**src/rtl/cdi_pkg.sv**
```systemverilog
package cdi_pkg;

    localparam int unsigned CDI_CHANNELS    = 4;
    localparam int unsigned CDI_DET_PER_CH  = 2;
    localparam int unsigned CDI_STATUS_W    = CDI_CHANNELS * CDI_DET_PER_CH;
    localparam int unsigned CDI_SYNC_STAGES = 2;

    typedef enum logic {
        DRV_PUSH_PULL  = 1'b0,
        DRV_OPEN_DRAIN = 1'b1
    } cdi_drive_e;

    typedef struct packed {
        logic chg;
        logic dat;
    } cdi_pend_t;

    function automatic logic cdi_hit(input logic [CDI_STATUS_W-1:0] delta,
                                     input logic [CDI_STATUS_W-1:0] mask);
        return |(delta & ~mask);
    endfunction

endpackage

```
**src/rtl/cdi_sync.sv**
```systemverilog
module cdi_sync #(
    parameter int unsigned W      = cdi_pkg::CDI_STATUS_W,
    parameter int unsigned STAGES = cdi_pkg::CDI_SYNC_STAGES
) (
    input  logic         clk,
    input  logic         rst,
    input  logic [W-1:0] async_i,
    output logic [W-1:0] sync_o,
    output logic [W-1:0] prev_o
);
    localparam int unsigned LAST = STAGES - 1;

    for (genvar b = 0; b < W; b++) begin : g_bit
        logic [STAGES-1:0] chain_q;
        logic              prev_q;

        always_ff @(posedge clk) begin
            if (rst) begin
                chain_q <= '0;
                prev_q  <= 1'b0;
            end else begin
                chain_q <= {chain_q[STAGES-2:0], async_i[b]};
                prev_q  <= chain_q[LAST];
            end
        end

        assign sync_o[b] = chain_q[LAST];
        assign prev_o[b] = prev_q;
    end
endmodule

```
**src/rtl/cdi_change_latch.sv**
```systemverilog
module cdi_change_latch #(
    parameter int unsigned W = cdi_pkg::CDI_STATUS_W
) (
    input  logic         clk,
    input  logic         rst,
    input  logic [W-1:0] cur_i,
    input  logic [W-1:0] prev_i,
    input  logic         mask_wr_i,
    input  logic [W-1:0] mask_wdata_i,
    input  logic         clr_i,
    output logic         pend_o
);
    logic [W-1:0] mask_q;
    logic [W-1:0] delta;
    logic         hit;
    logic         pend_q;

    assign delta = cur_i ^ prev_i;
    assign hit   = cdi_pkg::cdi_hit(delta, mask_q);

    always_ff @(posedge clk) begin
        if (rst) begin
            mask_q <= '1;
        end else if (mask_wr_i) begin
            mask_q <= mask_wdata_i;
        end
    end

    always_ff @(posedge clk) begin
        if (rst) begin
            pend_q <= 1'b0;
        end else if (hit) begin
            pend_q <= 1'b1;
        end else if (clr_i) begin
            pend_q <= 1'b0;
        end
    end

    assign pend_o = pend_q;

    logic was_rst_q;
    always_ff @(posedge clk) was_rst_q <= rst;

    // a new change beats a simultaneous read
    a_r8_chg_set_wins: assert property (@(posedge clk) disable iff (rst)
        (hit && clr_i) |=> pend_q);
    // a read with no new change empties the latch
    a_r5_chg_clear: assert property (@(posedge clk) disable iff (rst)
        (clr_i && !hit) |=> !pend_q);
    // the latch holds while idle
    a_r7_chg_hold: assert property (@(posedge clk) disable iff (rst)
        (!clr_i && !hit) |=> $stable(pend_q));
    // every source masked right after any reset
    a_r9_mask_after_reset: assert property (@(posedge clk) disable iff (rst)
        was_rst_q |-> (&mask_q && !pend_q));
endmodule

```
**src/rtl/cdi_data_latch.sv**
```systemverilog
module cdi_data_latch (
    input  logic clk,
    input  logic rst,
    input  logic arm_i,
    input  logic new_i,
    input  logic clr_i,
    output logic pend_o
);
    logic set_req;
    logic pend_q;

    assign set_req = arm_i & new_i;

    always_ff @(posedge clk) begin
        if (rst) begin
            pend_q <= 1'b0;
        end else if (set_req) begin
            pend_q <= 1'b1;
        end else if (clr_i) begin
            pend_q <= 1'b0;
        end
    end

    assign pend_o = pend_q;

    // an unarmed strobe leaves the latch alone
    a_r4_unarmed_ignored: assert property (@(posedge clk) disable iff (rst)
        (new_i && !arm_i && !clr_i) |=> $stable(pend_q));
    // a read with no armed strobe empties the latch
    a_r6_dat_clear: assert property (@(posedge clk) disable iff (rst)
        (clr_i && !(new_i && arm_i)) |=> !pend_q);
    // an armed strobe beats a simultaneous read
    a_r8_dat_set_wins: assert property (@(posedge clk) disable iff (rst)
        (new_i && arm_i) |=> pend_q);
endmodule

```
**src/rtl/cdi_pin_drive.sv**
```systemverilog
module cdi_pin_drive
    import cdi_pkg::*;
(
    input  cdi_pend_t  pend_i,
    input  cdi_drive_e mode_i,
    output logic       int_n_o,
    output logic       int_oe_o
);
    logic active;

    assign active  = pend_i.chg | pend_i.dat;
    assign int_n_o = ~active;

    always_comb begin
        unique case (mode_i)
            DRV_OPEN_DRAIN: int_oe_o = active;
            default:        int_oe_o = 1'b1;
        endcase
    end
endmodule

```
**src/rtl/cdi_irq_ctrl.sv**
```systemverilog
module cdi_irq_ctrl
    import cdi_pkg::*;
#(
    parameter int unsigned STATUS_W = CDI_STATUS_W
) (
    input  logic                clk,
    input  logic                rst,
    input  logic                sw_rst_i,
    input  logic [STATUS_W-1:0] status_i,
    input  logic                mask_wr_i,
    input  logic [STATUS_W-1:0] mask_wdata_i,
    input  logic                arm_i,
    input  logic                txd_new_i,
    input  logic                rd_rtd_i,
    input  logic                rd_txd_i,
    input  logic                od_mode_i,
    output logic                int_n_o,
    output logic                int_oe_o
);
    logic [STATUS_W-1:0] st_sync;
    logic [STATUS_W-1:0] st_prev;
    logic                clr_all;
    cdi_pend_t           pend;
    cdi_drive_e          mode;

    assign clr_all = rst | sw_rst_i;
    assign mode    = cdi_drive_e'(od_mode_i);

    cdi_sync #(.W(STATUS_W), .STAGES(CDI_SYNC_STAGES)) u_sync (
        .clk     (clk),
        .rst     (rst),
        .async_i (status_i),
        .sync_o  (st_sync),
        .prev_o  (st_prev)
    );

    cdi_change_latch #(.W(STATUS_W)) u_chg (
        .clk          (clk),
        .rst          (clr_all),
        .cur_i        (st_sync),
        .prev_i       (st_prev),
        .mask_wr_i    (mask_wr_i),
        .mask_wdata_i (mask_wdata_i),
        .clr_i        (rd_rtd_i),
        .pend_o       (pend.chg)
    );

    cdi_data_latch u_dat (
        .clk    (clk),
        .rst    (clr_all),
        .arm_i  (arm_i),
        .new_i  (txd_new_i),
        .clr_i  (rd_txd_i),
        .pend_o (pend.dat)
    );

    cdi_pin_drive u_pin (
        .pend_i   (pend),
        .mode_i   (mode),
        .int_n_o  (int_n_o),
        .int_oe_o (int_oe_o)
    );

    // push-pull always drives, and the pin shows the pending state
    a_r1_push_pull: assert property (@(posedge clk) disable iff (rst)
        !od_mode_i |-> (int_oe_o && (int_n_o == !(pend.chg || pend.dat))));
    // open drain releases the pin while idle and pulls low while pending
    a_r11_open_drain: assert property (@(posedge clk) disable iff (rst)
        od_mode_i |-> (int_oe_o == (pend.chg || pend.dat)) && (!int_oe_o || !int_n_o));
    // software reset empties both latches
    a_r10_sw_reset: assert property (@(posedge clk) disable iff (rst)
        sw_rst_i |=> (!pend.chg && !pend.dat));
endmodule

```
**config.mk**
```make
export PLATFORM = sky130hd
export DESIGN_NAME = cdi_irq_ctrl
export DESIGN_NICKNAME = d
export VERILOG_FILES = /design/src/rtl/cdi_pkg.sv /design/src/rtl/cdi_sync.sv /design/src/rtl/cdi_change_latch.sv /design/src/rtl/cdi_data_latch.sv /design/src/rtl/cdi_pin_drive.sv /design/src/rtl/cdi_irq_ctrl.sv
export SDC_FILE = /design/constraint.sdc
export NUM_CORES = 1
export LEC_CHECK = 0
export CAP_MARGIN = 20
export CELL_PAD_IN_SITES_DETAIL_PLACEMENT = 0
export CELL_PAD_IN_SITES_GLOBAL_PLACEMENT = 2
export CORE_MARGIN = 2
export CORE_UTILIZATION = 32
export DETAILED_ROUTE_END_ITERATION = 6
export HOLD_SLACK_MARGIN = 0.15
export PLACE_DENSITY = 0.84
export SYNTH_ARGS = -nofsm -noshare
export SYNTH_HDL_FRONTEND = slang
export SYNTH_SLANG_ARGS = --single-unit
```
**constraint.sdc**
```tcl
create_clock -name clk -period 4 [get_ports clk]
set_input_delay 0.8 -clock clk [delete_from_list [all_inputs] [get_ports clk]]
set_output_delay 0.8 -clock clk [all_outputs]
set_load 0.02 [all_outputs]
```
* Yosys cells after proc, flatten, opt, wreduce, memory -nomap -nowiden
Index checks and enable logic that the tools add are counted.
** Storage, ports and cells
- Register bits :: 34
- Latch bits :: 0
- Bits in writable memories :: 0
- Memory bits (read-only) :: 0
- Bits of input ports :: 25
- Logic and storage cells :: 34
- Memories kept :: 0
** Cells by class
- Add/sub/neg operators :: 0
- Multiply operators :: 0
- Divide/modulo/power cells :: 0
- Magnitude comparators :: 0
- Eq/ne operators :: 0
- Shifts and indexed selects :: 0
- Multiplexer cells :: 5
- Bitwise gates (word level) :: 7
- Reduce and logical (&&, ||, !) cells :: 3
** Operators by type and width (count)
- bitwise AND 8 bit :: 1
- NOT 8 bit :: 1
- OR reduction 8 bit :: 1
- XOR 8 bit :: 1
- two-way mux 1 bit :: 5
- nonzero test 2 bit :: 2
- OR 1 bit :: 2
- bitwise AND 1 bit :: 1
- NOT 1 bit :: 1

* Depth between registers and ports, before layout
Gate-level depths: netlist of run 1.
- Word-level depth :: 4
- Mapped depth :: 4

* Cells and area by module
Synthesis of run 1 repeated with hierarchy kept, for this count alone.
** Second synthesis, totals
- Cells, all modules :: 117
- Area, all modules :: 1300.0 sq um
** Modules (own cells, without submodules)
- cdi_sync :: instances 1, cells an instance 66, area an instance 813.3 sq um, seq. area each 480.5 sq um
- cdi_change_latch :: instances 1, cells an instance 44, area an instance 429.2 sq um, seq. area each 180.2 sq um
- cdi_data_latch :: instances 1, cells an instance 4, area an instance 38.8 sq um, seq. area each 20.0 sq um
- cdi_pin_drive :: instances 1, cells an instance 2, area an instance 12.5 sq um, seq. area each 0.0 sq um
- cdi_irq_ctrl :: instances 1, cells an instance 1, area an instance 6.3 sq um, seq. area each 0.0 sq um

* Least setup slack after synthesis of run 1
Ideal clock, no wire load.
- Kind :: in2out
- Start point :: in od_mode_i
- End point :: out int_oe_o
- Data arrival time :: 0.942 ns
- Setup slack :: 2.258 ns
- Cell stages on the path :: 1
- Buffers on the path :: 0
- Path through :: nand2_1
** Between the ends
- Word-level cells in the longest chain between the ends :: 1
** RTL lines
- start, declared :: line cdi_irq_ctrl.sv:16 : input logic od_mode_i,
- two-way mux 1 bit :: line cdi_pin_drive.sv:15 : unique case (mode_i)
- end, declared :: line cdi_irq_ctrl.sv:18 : output logic int_oe_o
Every way passes these cells.

* Final worst setup path of run 1
Ends and elaborated chain as after synthesis.

==> metrics.cfg, run 1 <==
[layout]
drive_gt1_share_pct = 6.87
antennaDiodeCount = 0
nets = 155
layout.cells.most_common = dfxtp_1
area_growth_syn_to_layout_pct = 33.9
postLayoutCoreUtil_pct = 44.5
layout_common_cells = dfxtp_1, clkdlybuf4s50_1, nor2b_1

[timing]
holdWs_ns = 0.441
tightest_slew_ns = 0.533
min_period_ns = 2.64
relSlewSlack_pct = 64.3
min_period_over_period_pct = 66.1
hold_viol_final = 0
setup_viol = 0
fin_skew_ns = 0.00263
slew_viol_final = 0
max_freq_mhz = 378
rsz0062_at_grt = no
fin_setup_tns_ns = 0

[logic_synthesis]
synth_largest_area_cell = dfxtp_1
syn_area_per_cell_sq_um = 11.1
synthTopCellsByArea = dfxtp_1, nor2b_1, mux2i_1
synth_nets = 124
netlist_area_sq_um = 1100
ys_seq_elements = 34
synth.top_cell.area_share_pct = 61.8
yosysWarnings = 0
synthCells = 99
synth-seq-area-share_pct = 61.8
synth.distinct_cells = 15

[worst_setup_path]
reg2reg_depth = 4
reg2reg_slack_ns = 2.64
required_ns = 3.20
end_kind = output pin
reg2reg_to = u_chg.pend_o
path_max_fanout = 1
path_class = in -> out
cp-start-kind = input port
cp.arrival_ns = 1.84
rr_startpoint = u_sync.g_bit[6].chain_q[1]

[routing]
drt_wl_total_mm = 1.58
post-route-drc-count = 0
viasPerCell = 4.00
wl_per_cell_microns = 8.93
drt_first_pass_iters = 6
drtIter0Drc = 22
drtAntennaViolNets = 0
vias = 708

[power]
p_switching_uw = 128
p_sw_share_pct = 21.3
p_clk_share_pct = 31.7
vdd_drop_max_mv = 0.175
p_leak_nw = 0.566
seqPwrFrac_pct = 59.2
p_per_area_nw_per_um2 = 408
p_comb_share_pct = 9.1
p_int_uw = 473

[floorplan]
num_io_pins = 27
die_area_sq_um = 3930
fp-row-count = 21
fp.dieH_microns = 62.7
fp.coreArea_sq_um = 3310
dieWidth_microns = 62.7
initial_utilization_pct = 33.3

[hold_path]
hold_start = u_sync.g_bit[7].chain_q[0]
hold_end = u_sync.g_bit[7].chain_q[1]
hold_class = reg -> reg
hold_depth = 1

[place]
port_buffers = 26
dp_hpwl_mm = 1.11
gp_congestion = 0.713

[outcome]
status = finished, final reports clean

[clocking]
cts.path.max_buffers = 2
cts_setup_buffers = 0
htree_levels = 2
cts_resized = 0
cts_tree = yes
path_clk_slew_ns = 0.10
cts.sinks = 34
cts-root-buf = clkbuf_4
ctsHoldBuffers = 0
clk_latency_ns = 0.32
cts_buffers = 5

[global_routing]
overflow = 0
antenna_found_initial = 0
grt_pass1_vias = 615
track_usage_pct = 9.49
grt_max_degree = 27
grt_pass1_wl_mm = 2.77

[flow_run]
drv_cap = 0

sequential cells by signal, summed over array words and instances, names as in the netlist:
name	flops
u_chg.pend_o	1
u_sync.g_bit.prev_q	8
u_chg.mask_q	8
u_dat.pend_o	1
u_sync.g_bit.chain_q	16
synth_stat cells:
cell      count
a22oi_1       1
xnor2_1       8
nor3_1        1
dfxtp_1      34
o22ai_1       4
nor2b_2       1
buf_2         1
nand2_1       9
clkbuf_1      2
or4_1         1
nor2_1        3
nor2b_1      23
o21a_1        1
mux2i_1       8
inv_1         2
power groups by stage:
| stage | clock (mW) | combinational [mW] | sequential (mW) |
|---|---|---|---|
| 6_report | 0.191 | 0.0547 | 0.356 |
| 5_1_grt | 0.214 | 0.0609 | 0.358 |
| 4_1_cts | 0.200 | 0.0558 | 0.356 |
| 3_5_place_dp | 0 | 0.0554 | 0.364 |
| 3_3_place_gp | 0 | 0.0551 | 0.364 |
| 2_1_floorplan | 0 | 0.0260 | 0.363 |
layer usage:
layer	global-route usage, %	wire length, microns
met2	13.4	653
met5	0	0
met3	5.95	154
met4	6.67	43
met1	10.3	731
stage by stage:
step	power (mW)	cell area, sq um	setup slack, ns	cells
after floorplan	0.389	1100	2.26	99
after global placement	0.419	1410	1.35	169
after detailed placement	0.420	1410	1.36	169
after CTS	0.612	1470	1.35	177
after global routing	0.633	1470	1.32	177
final	0.602	1470	1.36	177
worst max-delay path, cell delays in order:
cell and delay [ns]:
clkdlybuf4s50_1 0.40, nand2_1 0.05, clkdlybuf4s50_1 0.59
cell families (layout without fill, tap and decap cells):
logic type / count (synthesis) / in the layout / synth area share, %
buf+inv: 5 / 37 / 1.82
flops: 34 / 34 / 61.8
xor+xnor: 8 / 8 / 6.36
compound gates: 6 / 6 / 3.64
mux: 8 / 8 / 7.27
simple gates: 38 / 38 / 19.1
cell type report:
cell class / instances / area [sq um]
timing repair buffer: 27 / 268
tap: 46 / 57.6
sequential: 34 / 681
fill: 343 / 1840
multi-input combinational: 60 / 400
clock buffer: 7 / 55.1
inverter: 2 / 7.51
clock inverter: 1 / 5.00
how the worst max path moves through the flow:
stage | from | to | slack, ns | cells past startpoint
final | od_mode_i | int_oe_o | 1.36 | 3
after global routing | od_mode_i | int_oe_o | 1.32 | 3
after CTS | od_mode_i | int_oe_o | 1.35 | 3
after detailed placement | od_mode_i | int_oe_o | 1.36 | 3
after global placement | od_mode_i | int_oe_o | 1.35 | 3
after floorplan | od_mode_i | int_oe_o | 2.26 | 1
(Power assumes the default switching activity.)
==> run 2, diff against run 1 <==
--- a/config.mk
+++ b/config.mk
@@ -9,10 +9,10 @@
 export CELL_PAD_IN_SITES_DETAIL_PLACEMENT = 0
 export CELL_PAD_IN_SITES_GLOBAL_PLACEMENT = 2
 export CORE_MARGIN = 2
-export CORE_UTILIZATION = 32
+export CORE_UTILIZATION = 27
 export DETAILED_ROUTE_END_ITERATION = 6
 export HOLD_SLACK_MARGIN = 0.15
-export PLACE_DENSITY = 0.84
+export PLACE_DENSITY = 0.76
 export SYNTH_ARGS = -nofsm -noshare
 export SYNTH_HDL_FRONTEND = slang
 export SYNTH_SLANG_ARGS = --single-unit
==> constraint.sdc (replaced) <==
create_clock -name clk -period 2.4 [get_ports clk]
set_input_delay 0.48 -clock clk [delete_from_list [all_inputs] [get_ports clk]]
set_output_delay 0.48 -clock clk [all_outputs]
set_load 0.02 [all_outputs]
==> metrics.cfg, run 2 (synthesis results as in run 1) <==
[layout]
top_register = u_sync.g_bit.chain_q
postLayoutCoreUtil_pct = 39.3  ; -5.2 points
largest_reg_flops = 16  ; unchanged
layout.cells.most_common = dfxtp_1
fill_cells = 395  ; +15%
area_growth_syn_to_layout_pct = 41.8
drive_gt1_share_pct = 7.63  ; +0.76 points
top_regs = u_sync.g_bit.chain_q: 16 flops, u_chg.mask_q: 8 flops, u_sync.g_bit.prev_q: 8 flops
nets = 155  ; unchanged
antennaDiodeCount = 0  ; unchanged
layout_common_cells = dfxtp_1, clkdlybuf4s50_1, nor2b_1

[timing]
min_period_over_period_pct = 83.9
relSlewSlack_pct = 61.4  ; -3.0 points
min_period_ns = 2.01
setup_ws_ns = 0.385  ; -0.970 ns
tightest_slew_ns = 0.577  ; +0.0442 ns
rsz0062_at_grt = no
slew_viol_final = 0  ; unchanged
max_freq_mhz = 496
holdWs_ns = 0.436  ; -0.00452 ns
hold_viol_final = 0  ; unchanged
fin_setup_tns_ns = 0  ; unchanged
setup_viol = 0  ; unchanged
fin_skew_ns = 0.00442  ; +0.00180 ns

[routing]
drt_wl_total_mm = 1.75  ; +10%
dr.max_layer_used = met4
viasPerCell = 3.86  ; -3.6%
routed-wl-met3_microns = 133  ; -14%
drt_first_pass_iters = 2  ; -4
vias = 698  ; -1.4%
drtIter0Drc = 17  ; -23%
post-route-drc-count = 0  ; unchanged
wl_met2_microns = 838  ; +28%
met1Wirelength_microns = 717  ; -1.9%
drtAntennaViolNets = 0  ; unchanged
wl_per_cell_microns = 9.65  ; +8.1%

[clocking]
cts_tree = yes
clk_latency_ns = 0.28  ; -0.04 ns
cts-root-buf = clkbuf_8
htree_levels = 2  ; unchanged
cts_setup_buffers = 0  ; unchanged
cts_buffers = 5  ; unchanged
cts_resized = 0  ; unchanged
cts.sinks = 34  ; unchanged
cts.path.max_buffers = 2  ; unchanged
ctsHoldBuffers = 0  ; unchanged
path_clk_slew_ns = 0.06  ; -0.04 ns

[floorplan]
fp.dieH_microns = 67.9  ; +8.3%
fp-row-count = 23  ; +9.5%
num_io_pins = 27  ; unchanged
die_area_sq_um = 4600  ; +17%
initial_utilization_pct = 27.7  ; -5.5 points
dieWidth_microns = 67.9  ; +8.3%
fp.coreArea_sq_um = 3970  ; +20%

[place]
port_buffers = 26  ; unchanged
dp_hpwl_mm = 1.33  ; +21%
gp_congestion = 0.664  ; -6.9%
pre_cts_slack_ns = 0.376  ; -0.979 ns

[worst_setup_path]
cp.arrival_ns = 1.53  ; -0.31 ns
path_class = in -> out
reg2reg_slack_ns = 1.05  ; -1.59 ns
path_max_fanout = 1  ; unchanged
end_kind = output pin
cp-start-kind = input port
required_ns = 1.92  ; -1.28 ns

[flow_run]
drv_cap = 0  ; unchanged

[global_routing]
grt_max_degree = 26  ; -3.7%
track_usage_pct = 9.28  ; -0.21 points
grt_pass1_vias = 709  ; +15%
antenna_found_initial = 0  ; unchanged
grt_pass1_wl_mm = 2.93  ; +6.0%
overflow = 0  ; unchanged

[power]
totalPowerFinal_mw = 1.32  ; +120%
vdd_drop_max_mv = 0.316  ; +80%
p_leak_nw = 0.602  ; +6.4%
p_per_area_nw_per_um2 = 846  ; +110%

[hold_path]
hold_class = reg -> reg

[outcome]
status = finished, final reports clean

[run 2: layer usage]
metal	vias to the layer above	global-route usage [%]
met5	-	0
met4	0	8.25
met3	6	4.28
met2	19	14.7
met1	295	9.04
li1	378	-
[run 2: per-stage QoR]
stage,cell area (sq um),std cells
after floorplan,1100,99
after global placement,1420,173
after detailed placement,1420,173
after CTS,1560,181
after global routing,1560,181
final,1560,181
[run 2: worst paths after layout]
kind / start / end / cells past startpoint
worst max-delay path: od_mode_i / int_oe_o / 3
worst min-delay path: u_sync.g_bit[7].chain_q[0] / u_sync.g_bit[7].chain_q[1] / 1
worst max register to register: u_sync.g_bit[0].chain_q[1] / u_chg.pend_o / 4
worst min register to register: u_sync.g_bit[7].chain_q[0] / u_sync.g_bit[7].chain_q[1] / 1
[run 2: final cells by class]
type	count	area, sq um	area share [%]
Tap cell	50	62.6	4.01
Timing Repair Buffer	27	268	17.1
Sequential cell	34	681	43.6
Inverter	2	7.51	0.481
Clock buffer	6	82.6	5.29
Multi-Input combinational cell	60	400	25.6
Clock inverter	2	60.1	3.85
[run 2: worst max-delay path, cell delays in order]
cell	delay, ns
clkdlybuf4s50_1	0.40
nand2_1	0.06
clkdlybuf4s50_1	0.60
[run 2: power by group]
part | switching [mW] | total (mW) | internal (mW)
logic | 0.0302 | 0.0922 | 0.0620
registers | 0.00858 | 0.594 | 0.586
clock network | 0.192 | 0.635 | 0.443
==> run 3, diff against run 2 <==
--- a/config.mk
+++ b/config.mk
@@ -9,10 +9,10 @@
 export CELL_PAD_IN_SITES_DETAIL_PLACEMENT = 0
 export CELL_PAD_IN_SITES_GLOBAL_PLACEMENT = 2
 export CORE_MARGIN = 2
-export CORE_UTILIZATION = 27
+export CORE_UTILIZATION = 29
 export DETAILED_ROUTE_END_ITERATION = 6
 export HOLD_SLACK_MARGIN = 0.15
-export PLACE_DENSITY = 0.76
+export PLACE_DENSITY = 0.78
 export SYNTH_ARGS = -nofsm -noshare
 export SYNTH_HDL_FRONTEND = slang
 export SYNTH_SLANG_ARGS = --single-unit
==> constraint.sdc (replaced) <==
create_clock -name clk -period 2 [get_ports clk]
set_input_delay 0.4 -clock clk [delete_from_list [all_inputs] [get_ports clk]]
set_output_delay 0.4 -clock clk [all_outputs]
set_load 0.02 [all_outputs]
==> metrics.cfg, run 3 (synthesis results as in run 1) <==
[global_routing]
track_usage_pct = 9.09  ; -0.19 points
overflow = 0  ; unchanged
antenna_found_initial = 0  ; unchanged
grt_pass1_vias = 655  ; -7.6%
grt_pass1_wl_mm = 2.75  ; -6.3%
grt_max_degree = 26  ; unchanged

[floorplan]
die_area_sq_um = 4310  ; -6.5%
initial_utilization_pct = 30.1  ; +2.3 points
num_io_pins = 27  ; unchanged
fp-row-count = 22  ; -4.3%
fp.coreArea_sq_um = 3660  ; -7.8%
fp.dieH_microns = 65.6  ; -3.3%
dieWidth_microns = 65.6  ; -3.3%

[routing]
drtIter0Drc = 8  ; -9
post-route-drc-count = 0  ; unchanged
vias = 702  ; +0.57%
drtAntennaViolNets = 0  ; unchanged
viasPerCell = 3.92  ; +1.7%
drt_wl_total_mm = 1.58  ; -9.5%
drt_first_pass_iters = 2  ; unchanged
wl_per_cell_microns = 8.83  ; -8.5%

[timing]
rsz0062_at_grt = no
slew_viol_final = 0  ; unchanged
setup_viol = 0  ; unchanged
fin_skew_ns = 0.00262  ; -0.00180 ns
hold_viol_final = 0  ; unchanged
max_freq_mhz = 539
tightest_slew_ns = 0.543  ; -0.0341 ns
relSlewSlack_pct = 63.7  ; +2.3 points
min_period_ns = 1.85
fin_setup_tns_ns = 0  ; unchanged
min_period_over_period_pct = 92.7

[worst_setup_path]
end_kind = output pin
path_class = in -> out
reg2reg_to = u_chg.pend_o
required_ns = 1.60  ; -0.32 ns
path_max_fanout = 1  ; unchanged
cp-start-kind = input port
reg2reg_depth = 4  ; unchanged
cp.arrival_ns = 1.45  ; -0.08 ns
rr_startpoint = u_sync.g_bit[0].chain_q[1]
reg2reg_slack_ns = 0.61  ; -0.44 ns

[clocking]
cts-root-buf = clkbuf_8
cts_setup_buffers = 0  ; unchanged
htree_levels = 2  ; unchanged
clk_latency_ns = 0.27  ; about the same
cts_buffers = 5  ; unchanged
cts_resized = 0  ; unchanged
cts_tree = yes
ctsHoldBuffers = 0  ; unchanged
cts.path.max_buffers = 2  ; unchanged
path_clk_slew_ns = 0.06  ; about the same
cts.sinks = 34  ; unchanged

[layout]
antennaDiodeCount = 0  ; unchanged
top_regs = u_sync.g_bit.chain_q: 16 flops, u_chg.mask_q: 8 flops, u_sync.g_bit.prev_q: 8 flops
nets = 155  ; unchanged
layout_common_cells = dfxtp_1, clkdlybuf4s50_1, nor2b_1
drive_gt1_share_pct = 7.63  ; unchanged
top_register = u_sync.g_bit.chain_q
fill_cells = 374  ; -5.3%
largest_reg_flops = 16  ; unchanged
area_growth_syn_to_layout_pct = 38.6
postLayoutCoreUtil_pct = 41.7  ; +2.4 points
layout.cells.most_common = dfxtp_1

[power]
p_switching_uw = 264  ; +14%
p_sw_share_pct = 19.0  ; +1.5 points
vdd_drop_max_mv = 0.413  ; +31%
seqPwrFrac_pct = 51.4  ; +6.4 points
p_int_mw = 1.12  ; +3.1%
p_leak_nw = 0.588  ; -2.3%
p_per_area_nw_per_um2 = 910  ; +7.5%
p_comb_share_pct = 7.9  ; +0.9 points
p_clk_share_pct = 40.7  ; -7.3 points

[hold_path]
hold_end = u_sync.g_bit[1].chain_q[1]
hold_start = u_sync.g_bit[1].chain_q[0]
hold_depth = 1  ; unchanged
hold_class = reg -> reg

[place]
port_buffers = 26  ; unchanged
gp_congestion = 0.664  ; +0.11%

[outcome]
status = finished, final reports clean

[flow_run]
drv_cap = 0  ; unchanged

## run 3: changes by cell type in the layout (fill, tap and decap cells not counted), sizes merged
cell    previous run  this run
clkbuf             6         8
bufinv             2         0
## run 3: worst max path at each step
stage	depth (start not counted)	from	to	slack [ns]
after detailed placement	3	od_mode_i	int_oe_o	0.14
after global placement	3	od_mode_i	int_oe_o	0.16
after CTS	3	od_mode_i	int_oe_o	0.14
after global routing	3	od_mode_i	int_oe_o	0.12
final	3	od_mode_i	int_oe_o	0.15
after floorplan	4	u_sync.g_bit[0].chain_q[1]	u_chg.pend_o	0.73
## run 3: layout make-up
class	instances	area, sq um	share of cell area [%]
Clock buffer	8	110	7.21
Tap cell	48	60.1	3.93
Inverter	2	7.51	0.492
Sequential cell	34	681	44.6
Multi-Input combinational cell	60	400	26.2
Timing Repair Buffer	27	268	17.5
## run 3: stage by stage
stage | cell area, sq um | instances | setup slack [ns] | hold WS (ns) | power [mW]
3_5_place_dp | 1420 | 171 | 0.143 | 0.424 | 0.841
2_1_floorplan | 1100 | 99 | 0.727 | 0.414 | 0.778
3_3_place_gp | 1420 | 171 | 0.156 | 0.419 | 0.839
6_report | 1530 | 179 | 0.146 | 0.436 | 1.39
5_1_grt | 1530 | 179 | 0.123 | 0.450 | 1.45
4_1_cts | 1530 | 179 | 0.141 | 0.439 | 1.42
## run 3: power by group through the flow
stage / clock (mW) / sequential [mW] / combinational [mW]
2_1_floorplan: 0 / 0.726 / 0.0520
3_3_place_gp: 0 / 0.728 / 0.111
3_5_place_dp: 0 / 0.729 / 0.112
4_1_cts: 0.590 / 0.713 / 0.113
5_1_grt: 0.618 / 0.715 / 0.121
6_report: 0.565 / 0.713 / 0.110
## run 3: critical path, cell delays in order
cell and delay, ns:
clkdlybuf4s50_1 0.40, nand2_1 0.06, clkdlybuf4s50_1 0.60
## run 3: per-layer routing
metal	global-route usage (%)	wire, microns	vias up	share of wire [%]
li1	-	-	376	-
met1	9.18	683	303	43
met2	13.8	724	18	46
met3	5.14	124	5	7.8
met4	7.03	48	0	3.0
met5	0	0	-	0
